[src/rtl/sfp_cmp_pkg.sv]
package sfp_cmp_pkg;

  typedef enum logic [1:0] {
    REL_GT = 2'd0,
    REL_LT = 2'd1,
    REL_EQ = 2'd2,
    REL_UN = 2'd3
  } rel_e;

  typedef struct packed {
    logic sign;
    logic nan;
    logic zero;
    logic denorm;
  } fp_class_t;

  // {zero, parity, carry} produced for each relation
  function automatic logic [2:0] rel_code(input rel_e r);
    logic [2:0] c;
    case (r)
      REL_UN:  c = 3'b111;
      REL_GT:  c = 3'b000;
      REL_LT:  c = 3'b001;
      default: c = 3'b100;
    endcase
    return c;
  endfunction

endpackage

[src/rtl/sfp_lane_classify.sv]
module sfp_lane_classify
  import sfp_cmp_pkg::*;
#(
  parameter int EXP_W = 8,
  parameter int MAN_W = 23,
  localparam int LANE_W = 1 + EXP_W + MAN_W
) (
  input  logic [LANE_W-1:0] op,
  output fp_class_t         cls
);

  logic [EXP_W-1:0] exp_f;
  logic [MAN_W-1:0] man_f;
  logic             exp_ones;
  logic             exp_zero;
  logic             man_zero;

  assign exp_f    = op[LANE_W-2 -: EXP_W];
  assign man_f    = op[MAN_W-1:0];
  assign exp_ones = &exp_f;
  assign exp_zero = ~|exp_f;
  assign man_zero = ~|man_f;

  always_comb begin
    cls.sign   = op[LANE_W-1];
    cls.nan    = exp_ones & ~man_zero;
    cls.zero   = exp_zero & man_zero;
    cls.denorm = exp_zero & ~man_zero;
  end

endmodule

[src/rtl/sfp_order_cmp.sv]
module sfp_order_cmp
  import sfp_cmp_pkg::*;
#(
  parameter int LANE_W = 32
) (
  input  logic [LANE_W-1:0] a,
  input  logic [LANE_W-1:0] b,
  input  fp_class_t         cls_a,
  input  fp_class_t         cls_b,
  output rel_e              rel
);

  localparam int MAG_W = LANE_W - 1;

  logic [MAG_W-1:0] mag_a;
  logic [MAG_W-1:0] mag_b;
  logic             mag_gt;
  logic             mag_eq;

  assign mag_a  = a[MAG_W-1:0];
  assign mag_b  = b[MAG_W-1:0];
  assign mag_gt = mag_a > mag_b;
  assign mag_eq = mag_a == mag_b;

  always_comb begin
    if (cls_a.nan || cls_b.nan) begin
      rel = REL_UN;
    end else if (cls_a.zero && cls_b.zero) begin
      rel = REL_EQ;
    end else if (cls_a.sign != cls_b.sign) begin
      rel = cls_a.sign ? REL_LT : REL_GT;
    end else if (mag_eq) begin
      rel = REL_EQ;
    end else if (mag_gt) begin
      rel = cls_a.sign ? REL_LT : REL_GT;
    end else begin
      rel = cls_a.sign ? REL_GT : REL_LT;
    end
  end

endmodule

[src/rtl/sfp_flag_regs.sv]
module sfp_flag_regs (
  input  logic       clk,
  input  logic       rst_n,
  input  logic       valid,
  input  logic       write_now,
  input  logic       trap_now,
  input  logic       raise_inv,
  input  logic       raise_den,
  input  logic [2:0] zpc_code,
  output logic       flags_we,
  output logic       flag_zero,
  output logic       flag_parity,
  output logic       flag_carry,
  output logic       flag_ovf,
  output logic       flag_sign,
  output logic       flag_aux,
  output logic       exc_invalid,
  output logic       exc_denormal,
  output logic       trap
);

  always_ff @(posedge clk) begin
    if (!rst_n) begin
      flags_we     <= 1'b0;
      exc_invalid  <= 1'b0;
      exc_denormal <= 1'b0;
      trap         <= 1'b0;
      flag_zero    <= 1'b0;
      flag_parity  <= 1'b0;
      flag_carry   <= 1'b0;
      flag_ovf     <= 1'b0;
      flag_sign    <= 1'b0;
      flag_aux     <= 1'b0;
    end else begin
      flags_we     <= write_now;
      exc_invalid  <= valid & raise_inv;
      exc_denormal <= valid & raise_den;
      trap         <= trap_now;
      if (write_now) begin
        flag_zero   <= zpc_code[2];
        flag_parity <= zpc_code[1];
        flag_carry  <= zpc_code[0];
        flag_ovf    <= 1'b0;
        flag_sign   <= 1'b0;
        flag_aux    <= 1'b0;
      end
    end
  end

endmodule

[src/rtl/sfp_cmp_flags.sv]
module sfp_cmp_flags
  import sfp_cmp_pkg::*;
#(
  parameter int VEC_W = 128,
  parameter int EXP_W = 8,
  parameter int MAN_W = 23
) (
  input  logic             clk,
  input  logic             rst_n,
  input  logic             in_valid,
  input  logic [VEC_W-1:0] src_a,
  input  logic [VEC_W-1:0] src_b,
  input  logic             mask_invalid,
  input  logic             mask_denormal,
  output logic             flags_we,
  output logic             flag_zero,
  output logic             flag_parity,
  output logic             flag_carry,
  output logic             flag_ovf,
  output logic             flag_sign,
  output logic             flag_aux,
  output logic             exc_invalid,
  output logic             exc_denormal,
  output logic             trap
);

  localparam int LANE_W = 1 + EXP_W + MAN_W;
  localparam int N_OPS  = 2;

  logic [LANE_W-1:0] lane [N_OPS];
  fp_class_t         cls  [N_OPS];
  rel_e              rel;
  logic [2:0]        zpc_code;

  // named events for the checker
  logic nan_any;
  logic den_any;
  logic trap_now;
  logic write_now;

  assign lane[0] = src_a[LANE_W-1:0];
  assign lane[1] = src_b[LANE_W-1:0];

  generate
    if (VEC_W > LANE_W) begin : g_upper
      logic unused_upper;
      assign unused_upper = ^{src_a[VEC_W-1:LANE_W], src_b[VEC_W-1:LANE_W]};
    end
    for (genvar k = 0; k < N_OPS; k++) begin : g_cls
      sfp_lane_classify #(
        .EXP_W(EXP_W),
        .MAN_W(MAN_W)
      ) i_cls (
        .op (lane[k]),
        .cls(cls[k])
      );
    end
  endgenerate

  sfp_order_cmp #(
    .LANE_W(LANE_W)
  ) i_order (
    .a    (lane[0]),
    .b    (lane[1]),
    .cls_a(cls[0]),
    .cls_b(cls[1]),
    .rel  (rel)
  );

  assign zpc_code  = rel_code(rel);
  assign nan_any   = cls[0].nan | cls[1].nan;
  assign den_any   = cls[0].denorm | cls[1].denorm;
  assign trap_now  = in_valid & ((nan_any & ~mask_invalid) | (den_any & ~mask_denormal));
  assign write_now = in_valid & ~trap_now;

  sfp_flag_regs i_regs (
    .clk         (clk),
    .rst_n       (rst_n),
    .valid       (in_valid),
    .write_now   (write_now),
    .trap_now    (trap_now),
    .raise_inv   (nan_any),
    .raise_den   (den_any),
    .zpc_code    (zpc_code),
    .flags_we    (flags_we),
    .flag_zero   (flag_zero),
    .flag_parity (flag_parity),
    .flag_carry  (flag_carry),
    .flag_ovf    (flag_ovf),
    .flag_sign   (flag_sign),
    .flag_aux    (flag_aux),
    .exc_invalid (exc_invalid),
    .exc_denormal(exc_denormal),
    .trap        (trap)
  );

endmodule

[config.mk]
export PLATFORM = sky130hd
export DESIGN_NAME = sfp_cmp_flags
export DESIGN_NICKNAME = d
export VERILOG_FILES = /design/src/rtl/sfp_cmp_pkg.sv /design/src/rtl/sfp_lane_classify.sv /design/src/rtl/sfp_order_cmp.sv /design/src/rtl/sfp_flag_regs.sv /design/src/rtl/sfp_cmp_flags.sv
export SDC_FILE = /design/constraint.sdc
export NUM_CORES = 1
export LEC_CHECK = 0
export ABC_CLOCK_PERIOD_IN_PS = 2000
export BUFFER_PORTS_ARGS = -buffer_cell sky130_fd_sc_hd__buf_2
export CAP_MARGIN = 15
export CORE_AREA = 2 2 104 106
export CTS_CLUSTER_DIAMETER = 200
export DETAILED_ROUTE_END_ITERATION = 7
export DIE_AREA = 0 0 106 108
export GPL_ROUTABILITY_DRIVEN = 1
export GPL_TIMING_DRIVEN = 0
export PLACE_DENSITY_LB_ADDON = 0.15
export SLEW_MARGIN = 15
export SYNTH_ARGS = -nofsm -noshare
export SYNTH_HDL_FRONTEND = slang
export SYNTH_HIERARCHICAL = 1
export SYNTH_SLANG_ARGS = --single-unit
[constraint.sdc]
create_clock -name clk -period 2 [get_ports clk]
set_clock_uncertainty 0.15 [all_clocks]
set_input_delay 0.1 -clock clk [delete_from_list [all_inputs] [get_ports clk]]
set_output_delay 0.1 -clock clk [all_outputs]
set_load 0.02 [all_outputs]
; After elaboration in Yosys (flattened, before gate mapping)
; Index checks and enable logic that the tools add are counted.
[word_totals]
reg_bits = 7
input_bits = 261
out_inout_bits = 10
elab_cells = 51
[op_classes]
order_cmp = 1
n_eq_ne = 4
n_mux = 8
bitwise = 18
n_reduce_logical = 13
[ops]
columns = op, n
row1 = $reduce_or 23->1, 2
row2 = $eq 31x31->1, 1
row3 = $gt 31x31->1, 1
row4 = $reduce_and 8->1, 2
row5 = $reduce_or 8->1, 2
row6 = $and 1x1->1, 12
row7 = $mux 2, 5
row8 = $pmux 3 s3, 1
row9 = $logic_not 1->1, 4
row10 = $not 1->1, 3
row11 = $or 1x1->1, 3
row12 = $eq 2x1->1 const B, 1
row13 = $eq 2x2->1 const B, 1
row14 = $logic_not 2->1, 1
row15 = $mux 1, 2
row16 = $logic_and 1x1->1, 1
row17 = $logic_or 1x1->1, 1
row18 = $ne 1x1->1, 1

; Logic depth before layout (Yosys ltp)
; Gate-level depths: netlist (run 1).
[depth]
ltp_word = 9
mapped_depth = 11
mapped_depth_nobuf = 11

; Hierarchy
; Netlist (run 1), hierarchy kept.
[by_module_without_submodules]
columns = mod, instances, cells_per_inst, area_per_inst_um2, seq_area_each_um2
row1 = sfp_order_cmp, 1, 120, 835.8, 0.0
row2 = sfp_flag_regs, 1, 21, 241.5, 140.1
row3 = sfp_lane_classify, 2, 17, 115.1, 0.0
row4 = sfp_cmp_flags, 1, 9, 55.1, 0.0

; Worst setup path after synthesis (run 1)
; OpenSTA, ideal clock, no wires.
[synth_timing]
path_type = input to register
start = input src_b[8]
end = register i_regs.flag_parity
setup_time_ps = 116
arrival_time_ps = 1850
path_slack_ps = -116
stages = 11
path_buffers = 0
path_cell_list = inv_1 -> ha_1 -> a21oi_2 -> o21ai_1 -> a221oi_2 -> a21boi_1 -> o311a_1 -> a211o_1 -> and2_1 -> mux2i_1 -> nor2b_1
[synth_between]
elab_chain_cells = 8
elab_cells_between_ends = 26
cone_classes = order compare: 1 / eq/ne: 3 / mux: 6 / bitwise: 11 / reduce/logical: 5
[synth_rtl]
columns = element, line_no
row1 = from (decl), sfp_cmp_flags.sv:12  ; input logic [VEC_W-1:0] src_b,
row2 = $gt 31x31->1 / $reduce_or 23->1 (equally long branches), "sfp_order_cmp.sv:22, sfp_lane_classify.sv:22"
row3 = $mux 2 / $logic_not 1->1 (equally long branches), "sfp_order_cmp.sv:34, sfp_lane_classify.sv:22"
row4 = $mux 2 / $and 1x1->1 (equally long branches), "sfp_order_cmp.sv:32, sfp_lane_classify.sv:27"
row5 = $mux 2 / $logic_and 1x1->1 (equally long branches), "sfp_order_cmp.sv:30, sfp_order_cmp.sv:28"
row6 = $mux 2, sfp_order_cmp.sv:28  ; end else if (cls_a.zero && cls_b.zero) begin
row7 = $mux 2 *, sfp_order_cmp.sv:26  ; if (cls_a.nan || cls_b.nan) begin
row8 = via rel[0], sfp_cmp_flags.sv:32  ; rel_e rel;
row9 = $eq 2x1->1 (tied with other cells), sfp_cmp_pkg.sv:20  ; case (r)
row10 = $pmux 3 s3 *, sfp_cmp_pkg.sv:20
row11 = via zpc_code[1], sfp_cmp_flags.sv:33  ; logic [2:0] zpc_code;
row12 = to (signal assigned), sfp_flag_regs.sv:41  ; flag_parity <= zpc_code[1];
row13 = to (decl), sfp_flag_regs.sv:12  ; output logic flag_parity,
; The timed path passes the listed nets; every way through them passes the cells marked *.
; A chain may end at the register's enable or synchronous reset.

; Worst setup path after layout (run 1)
[layout_timing]
start = input src_a[10]
end = register i_regs.flag_parity
[layout_between]
elab_chain_cells = 8
elab_cells_between_ends = 26
cone_classes = order compare: 1 / eq/ne: 3 / mux: 6 / bitwise: 11 / reduce/logical: 5
[layout_rtl]
columns = element, line_no
row1 = from (decl), sfp_cmp_flags.sv:11  ; input logic [VEC_W-1:0] src_a,
row2 = $gt 31x31->1 / $reduce_or 23->1 (equally long branches), "sfp_order_cmp.sv:22, sfp_lane_classify.sv:22"
row3 = $mux 2 / $logic_not 1->1 (equally long branches), "sfp_order_cmp.sv:34, sfp_lane_classify.sv:22"
row4 = $mux 2 / $and 1x1->1 (equally long branches), "sfp_order_cmp.sv:32, sfp_lane_classify.sv:27"
row5 = $mux 2 / $logic_and 1x1->1 (equally long branches), "sfp_order_cmp.sv:30, sfp_order_cmp.sv:28"
row6 = $mux 2, sfp_order_cmp.sv:28
row7 = $mux 2 *, sfp_order_cmp.sv:26
row8 = via rel[0], sfp_cmp_flags.sv:32
row9 = $eq 2x1->1 (tied with other cells), sfp_cmp_pkg.sv:20
row10 = $pmux 3 s3 *, sfp_cmp_pkg.sv:20
row11 = via zpc_code[1], sfp_cmp_flags.sv:33
; Marked as above.

==> results.md, run 1 <==
- FP Rows: 37
- Vias per inst: 3.980
- Sequential element share of the synthesized area: 10.28%
- Cell with the largest stage delay on the worst path: sky130_fd_sc_hd__o311a_1
- Outcome: finished with violations
- Count of nets left with antenna violations after detail routing: 0
- Fraction of final layout cells with drive strength greater than 1: 54.07%
- Power Internal: 0.0004952 W
- Period minus WS final: 2.115 ns
- Max IR drop VDD: 0.0002635 V
- Tightest slew margin relative to the limit: 63.81%
- Hold crit path type: primary input to flip-flop
- Total of fill cells in the finished design: 1,147
- Wire length of the first global-routing pass: 8121 microns
- Clock power share: 25.8%
- Most common cell after layout, fill and taps aside: sky130_fd_sc_hd__buf_2
- Initial DRC Count: 28
- Source-to-sink clock delay at the later pin of the worst-skew pair: 0.22 ns
- Worst Slack Setup Final: -0.1146 ns
- Overall die width: 106 microns
- Switching Fraction: 33.50%
- First-pass detailed-route iteration total: 4
- Number of max-cap violations: 0
- Number of nets in the layout: 563
- Data arrival time at the worst-slack endpoint: 2.08 ns
- Switch Pwr: 0.0002495 W
- Element type at the critical path end: flip-flop
- Initial antenna violation count: 1
- Setup TNS: -0.1846 ns
- Final setup viols: 2
- Half-perimeter wire length after placement: 4782 microns
- Commonest non-fill, non-tap cells in the layout: 54 x sky130_fd_sc_hd__buf_2, 21 x sky130_fd_sc_hd__ha_4, 16 x sky130_fd_sc_hd__inv_2
- Slew at the pin closest to its max-slew limit: 0.5395 ns
- Number of port buffers: 73
- Worst setup slack for register-to-register paths: 1.26 ns
- Synth-to-Final Area Change: 80.53%
- Max Freq: 0.4729 GHz
- Wire length after detailed routing: 5348 microns
- Placer's final routability congestion estimate: 0.7302
- Height of the chip: 108 microns
- Cell breakdown of the critical path: buf_4 -> ha_4 -> a21oi_4 -> o21ai_2 -> a221oi_2 -> a21boi_2 -> o311a_1 -> a211o_1 -> and2_4 -> mux2i_1 -> nor2b_1
- Area share of the leading cell type in the synthesized netlist: 28.47%
- Overall track demand over capacity in global routing: 9.107%
- Root Buffer Master: sky130_fd_sc_hd__clkbuf_8
- Post-synthesis average cell area: 7.405 sq um
- Post-detailed-route wirelength per cell: 13.17 microns
- Pin count of the biggest net entering global routing: 8
- Top post-synthesis cells by area: sky130_fd_sc_hd__ha_1 28%, sky130_fd_sc_hd__dfxtp_1 10%, sky130_fd_sc_hd__inv_1 8.8%
- Remaining design rule violation count: 0
- Share of total power in combinational logic: 54.8%
- Clock transition time at the flip-flop clock pins of the worst setup and hold paths: 0.04 ns
- Final-report hold violation count: 0
- Post-route core utilization: 24.04%
- Clock tree from TritonCTS: built
- Violations in the final reports: setup timing
- Total vias in the final route: 1,616
- Power per cell area: 302.7 nW/um^2
- Required @ worst endpoint: 1.96 ns
- Lkg Pwr: 1.101 nW
- Footprint of the multi-input gates: 1393 sq um
- Startpoint kind of the worst setup timing path: primary input
- Setup slack at placement: -0.5723 ns
- Synthesis-stage register bit count: 7
- Max-slew violation count: 0
- Post-synthesis instance total: 184
- Register area: 140.1 sq um
- Syn Std Cell Area: 1363 sq um
- CP bufs+invs: 1
- Unrepaired setup endpoints after global routing: true
- Fraction of power consumed by sequential logic: 19.4%
- Number of unique standard cell types used by synthesis: 37
- Number of clock sinks: 7
- Worst-path fanout max: 3
- Starting Density: 13.32%
- Number of global-route vias before repair: 1,662
- Part of the cycle the worst path needs: 105.7%
- Num CTS Buffers: 3
- Synth Warn #: 6
- GR Overflow Total: 0
- Largest stage delay on the critical path: 0.34 ns
- I/O pin total: 271
- Level count of the clock H-tree: 1
- Kind of critical path: primary input to flip-flop
- Top cell type by total area after synthesis: sky130_fd_sc_hd__ha_1
- Antenna cells: 0
- Clk buf depth: 2
- Placeable Area: 10,230 sq um
- Delay-heaviest family, CP: compound AO/OA/AOI/OAI gates
- Total Die Area: 11,450 sq um
[worst register-to-register path: stages, from the launching register on]
cell,delay [ns]
sky130_fd_sc_hd__dfxtp_1,0.30
sky130_fd_sc_hd__mux2i_1,0.12
sky130_fd_sc_hd__nor2b_1,0.06
[power groups by stage]
stage / sequential [W] / clock, W / combinational [W]
after global routing: 0.000145 / 0.000210 / 0.000456
after floorplan: 0.000151 / 0 / 0.000172
after CTS: 0.000145 / 0.000200 / 0.000380
after global placement: 0.000147 / 0 / 0.000325
after detailed placement: 0.000147 / 0 / 0.000322
final: 0.000145 / 0.000192 / 0.000408
[cell type report]
class / instances / share of cell area [%]
repair buffers: 80 / 21.92
multi-input cells: 140 / 56.61
clock buffers: 4 / 1.831
flip-flops and latches: 7 / 5.697
inverters: 32 / 5.188
well taps: 136 / 6.918
plain buffers: 7 / 1.831
[flip-flops by register name (all words and copies together) (netlist names)]
| register | flops |
|---|---|
| i_regs/flag_zero | 1 |
| i_regs/exc_invalid | 1 |
| i_regs/exc_denormal | 1 |
| i_regs/flags_we | 1 |
| i_regs/flag_parity | 1 |
| i_regs/trap | 1 |
| i_regs/flag_carry | 1 |
[kinds of logic after synthesis]
group / Yosys count / synth area share [%]
other: 1 / 0.2752
multiplexers: 3 / 2.204
flip-flops: 7 / 10.28
AO/OA/AOI/OAI: 35 / 16.90
adder cells (fa/ha/maj): 31 / 28.47
AND/OR/NAND/NOR: 68 / 29.75
buffers and inverters: 39 / 12.12
[worst paths after layout]
path / from / to / cells after the start
worst max-delay path: src_a[10] / i_regs/flag_parity / 11
worst min register to register: i_regs/flag_carry / i_regs/flag_carry / 2
worst max register to register: i_regs/flag_zero / i_regs/flag_zero / 2
worst min-delay path: rst_n / i_regs/trap / 2
[per-layer routing]
layer,share of wire (%),track usage (%),routed length (microns),up-vias
li1,-,-,-,839
met1,48,12.07,2587,723
met2,45,15.39,2409,54
met3,6.5,2.471,350,0
met4,0,0.8459,0,0
met5,0,0,0,-
[through the flow]
stage	instance area (sq um)	hold slack (ns)	total power (W)	cells
global route	2460	0.05132	0.0008102	406
global placement	2036	0.2225	0.0004722	395
floorplan	1500	0.07171	0.0003227	186
detailed placement	2036	0.2158	0.0004691	395
finish	2460	0.02097	0.0007447	406
CTS	2332	0.02136	0.0007241	405
[Yosys cell counts, drive strengths merged]
cell,n
a211o,1
a211oi,4
a21boi,2
a21oi,15
a221oi,1
a22oi,1
and2,3
and3,3
and4,5
buf,5
clkbuf,2
conb,1
dfxtp,7
ha,31
inv,32
mux2i,3
nand2,9
nand3,4
nand3b,1
nand4,11
nor2,8
nor2b,3
nor3,4
nor4,11
o211ai,2
o21ai,4
o21bai,3
o311a,1
o31ai,1
or2,2
or4,4
[repair_timing]
item | in CTS | in global routing
hold buffers | 1 | 0
setup buffers | 5 | 1
endpoints found under the setup margin | 3 | 3
pin swaps | 16 | 16
hold endpoints to repair | 2 | 0
gates resized for setup | 37 | 39
(Power assumes the default switching activity.)
==> inputs of run 2 (changes only) <==
--- a/config.mk
+++ b/config.mk
@@ -5,10 +5,11 @@
 export SDC_FILE = /design/constraint.sdc
 export NUM_CORES = 1
 export LEC_CHECK = 0
-export ABC_CLOCK_PERIOD_IN_PS = 2000
+export ABC_CLOCK_PERIOD_IN_PS = 2100
 export BUFFER_PORTS_ARGS = -buffer_cell sky130_fd_sc_hd__buf_2
 export CAP_MARGIN = 15
 export CORE_AREA = 2 2 104 106
+export CTS_BUF_LIST = sky130_fd_sc_hd__clkbuf_4 sky130_fd_sc_hd__clkbuf_8
 export CTS_CLUSTER_DIAMETER = 200
 export DETAILED_ROUTE_END_ITERATION = 7
 export DIE_AREA = 0 0 106 108
==> constraint.sdc (replaced) <==
create_clock -name clk -period 2.1 [get_ports clk]
set_clock_uncertainty 0.15 [all_clocks]
set_input_delay 0.105 -clock clk [delete_from_list [all_inputs] [get_ports clk]]
set_output_delay 0.105 -clock clk [all_outputs]
set_load 0.02 [all_outputs]
==> results.md, run 2 (same netlist as run 1, synthesis figures left out) <==
- Setup slack at placement: -0.4676 ns (+0.1048 ns)
- Max-slew violation count: 0 (unchanged)
- Wire length of the first global-routing pass: 8832 microns (+8.8%)
- Antenna cells: 0 (unchanged)
- Violations in the final reports: setup timing
- Required @ worst endpoint: 2.06 ns (+0.10 ns)
- Final setup viols: 1 (-1)
- Clk buf depth: 2 (unchanged)
- Worst setup slack for register-to-register paths: 1.35 ns (+0.09 ns)
- Outcome: finished with violations
- Final-report hold violation count: 0 (unchanged)
- Total of fill cells in the finished design: 1,145 (-0.17%)
- Post-route insts no fill: 402 (-0.99%)
- Number of nets in the layout: 559 (-0.71%)
- Total Die Area: 11,450 sq um (unchanged)
- Cell breakdown of the critical path: buf_2 -> ha_4 -> a21oi_2 -> o21ai_2 -> a221oi_2 -> a21boi_2 -> o311a_1 -> a211o_1 -> and2_1 -> mux2i_1 -> nor2b_1
- Cell Count Post-Placement: 395 (unchanged)
- Lkg Pwr: 1.072 nW (-2.6%)
- Fraction of final layout cells with drive strength greater than 1: 50.75% (-3.3 points)
- Kind of critical path: primary input to flip-flop
- Data arrival time at the worst-slack endpoint: 2.07 ns (about the same)
- Number of global-route vias before repair: 1,751 (+5.4%)
- Unrepaired setup endpoints after global routing: true
- Post-detailed-route wirelength per cell: 13.24 microns (+0.49%)
- Vias per inst: 4.035 (+1.4%)
- Minimum hold slack: 0.02675 ns (+0.005785 ns)
- Power per cell area: 296.2 nW/um^2 (-2.2%)
- Setup TNS: -0.009241 ns (+0.1753 ns)
- Number of port buffers: 73 (unchanged)
- Tightest slew margin relative to the limit: 66.83% (+3.0 points)
- Startpoint kind of the worst setup timing path: primary input
- GR Overflow Total: 0 (unchanged)
- Register area: 140.1 sq um (unchanged)
- Hold crit path type: primary input to flip-flop
- Max Freq: 0.4741 GHz
- Largest stage delay on the critical path: 0.35 ns (about the same)
- Element type at the critical path end: flip-flop
- Slew at the pin closest to its max-slew limit: 0.4945 ns (-0.04501 ns)
- Max IR drop VDD: 0.0001675 V (-36%)
- Num CTS Buffers: 3 (unchanged)
- Source-to-sink clock delay at the later pin of the worst-skew pair: 0.22 ns (about the same)
- Initial DRC Count: 15 (-46%)
- Clock tree from TritonCTS: built
- Most common cell after layout, fill and taps aside: sky130_fd_sc_hd__buf_2
- Post-route core utilization: 23.10% (-0.94 points)
- Remaining design rule violation count: 0 (unchanged)
- Wire length after detailed routing: 5321 microns (-0.50%)
- Synth-to-Final Area Change: 73.46%
- Level count of the clock H-tree: 1 (unchanged)
- Commonest non-fill, non-tap cells in the layout: 58 x sky130_fd_sc_hd__buf_2, 20 x sky130_fd_sc_hd__ha_4, 18 x sky130_fd_sc_hd__inv_1
- Overall die width: 106 microns (unchanged)
- Placer's final routability congestion estimate: 0.7192 (-1.5%)
- Worst-path fanout max: 3 (unchanged)
- Initial antenna violation count: 0 (-1)
- Worst Slack Setup Final: -0.009241 ns (+0.1053 ns)
- First-pass detailed-route iteration total: 4 (unchanged)
- Footprint of the multi-input gates: 1361 sq um (-2.2%)
- Overall track demand over capacity in global routing: 9.669% (+0.56 points)
- Placeable Area: 10,230 sq um (unchanged)
- Root Buffer Master: sky130_fd_sc_hd__clkbuf_8
- Pin count of the biggest net entering global routing: 8 (unchanged)
- Half-perimeter wire length after placement: 4652 microns (-2.7%)
- Starting Density: 13.32% (unchanged)
- Count of nets left with antenna violations after detail routing: 0 (unchanged)
- FP Rows: 37 (unchanged)
- Cell with the largest stage delay on the worst path: sky130_fd_sc_hd__o311a_1
- Part of the cycle the worst path needs: 100.4%
- I/O pin total: 271 (unchanged)
- Height of the chip: 108 microns (unchanged)
- Number of clock sinks: 7 (unchanged)
- Total vias in the final route: 1,622 (+0.37%)
- Period minus WS final: 2.109 ns
- Number of max-cap violations: 0 (unchanged)
- Clock transition time at the flip-flop clock pins of the worst setup and hold paths: 0.04 ns (about the same)
-- run 2: cell count changes in the layout (fill, tap and decap cells not counted), moves of 2 or more --
cell,previous run,this run
sky130_fd_sc_hd__o21ai_1,3,1
sky130_fd_sc_hd__buf_6,13,10
sky130_fd_sc_hd__o21ai_0,0,2
sky130_fd_sc_hd__buf_2,54,58
sky130_fd_sc_hd__buf_4,14,11
sky130_fd_sc_hd__inv_2,16,12
sky130_fd_sc_hd__buf_8,3,1
sky130_fd_sc_hd__inv_1,13,18
-- run 2: final cells by class --
| type | instances | area share (%) |
|---|---|---|
| Clock buffer | 4 | 2.065 |
| Tap cell | 136 | 7.200 |
| Sequential cell | 7 | 5.929 |
| Inverter | 32 | 5.294 |
| Buffer | 7 | 1.906 |
| Multi-Input combinational cell | 140 | 57.60 |
| Timing Repair Buffer | 76 | 20.01 |
-- run 2: path summary, 6_finish.rpt --
kind | startpoint | end | depth (start not counted)
min reg2reg | i_regs/flag_carry | i_regs/flag_carry | 2
max | src_a[10] | i_regs/flag_parity | 11
min | rst_n | i_regs/flag_zero | 2
max reg2reg | i_regs/flag_parity | i_regs/flag_parity | 2
-- run 2: critical path: cells and delay by family --
| kind | cells | cell delay (ns) |
|---|---|---|
| muxes | 1 | 0.13 |
| AOI/OAI and AO/OA | 6 | 1.25 |
| and+or+nand+nor | 2 | 0.22 |
| adders and majority gates | 1 | 0.25 |
| buffers and inverters | 1 | 0.13 |
-- run 2: metal layers --
layer	share of wire [%]	track usage (%)	vias to the layer above
met5	0	0	-
met4	0	1.410	0
met3	6.1	1.567	0
met2	47	16.73	54
met1	47	12.95	732
li1	-	-	836
-- run 2: power breakdown --
part / switching (W) / internal, W / total, W
registers: 0.00000115 / 0.000137 / 0.000138
clock network: 0.0000547 / 0.000144 / 0.000199
logic: 0.000178 / 0.000186 / 0.000364
-- run 2: repair_timing --
item | CTS | global route
setup endpoints to repair | 2 | 3
pin swaps | 21 | 3
buffers inserted | 2 | 0
hold buffers | 1 | 0
endpoints found under the hold margin | 2 | 0
gates resized for setup | 56 | 7
-- run 2: stage by stage --
step	total power, W	area (sq um)
6_report	0.0007000	2364
5_1_grt	0.0007704	2364
4_1_cts	0.0006999	2332
3_5_place_dp	0.0004247	1943
3_3_place_gp	0.0004270	1943
2_1_floorplan	0.0002931	1408
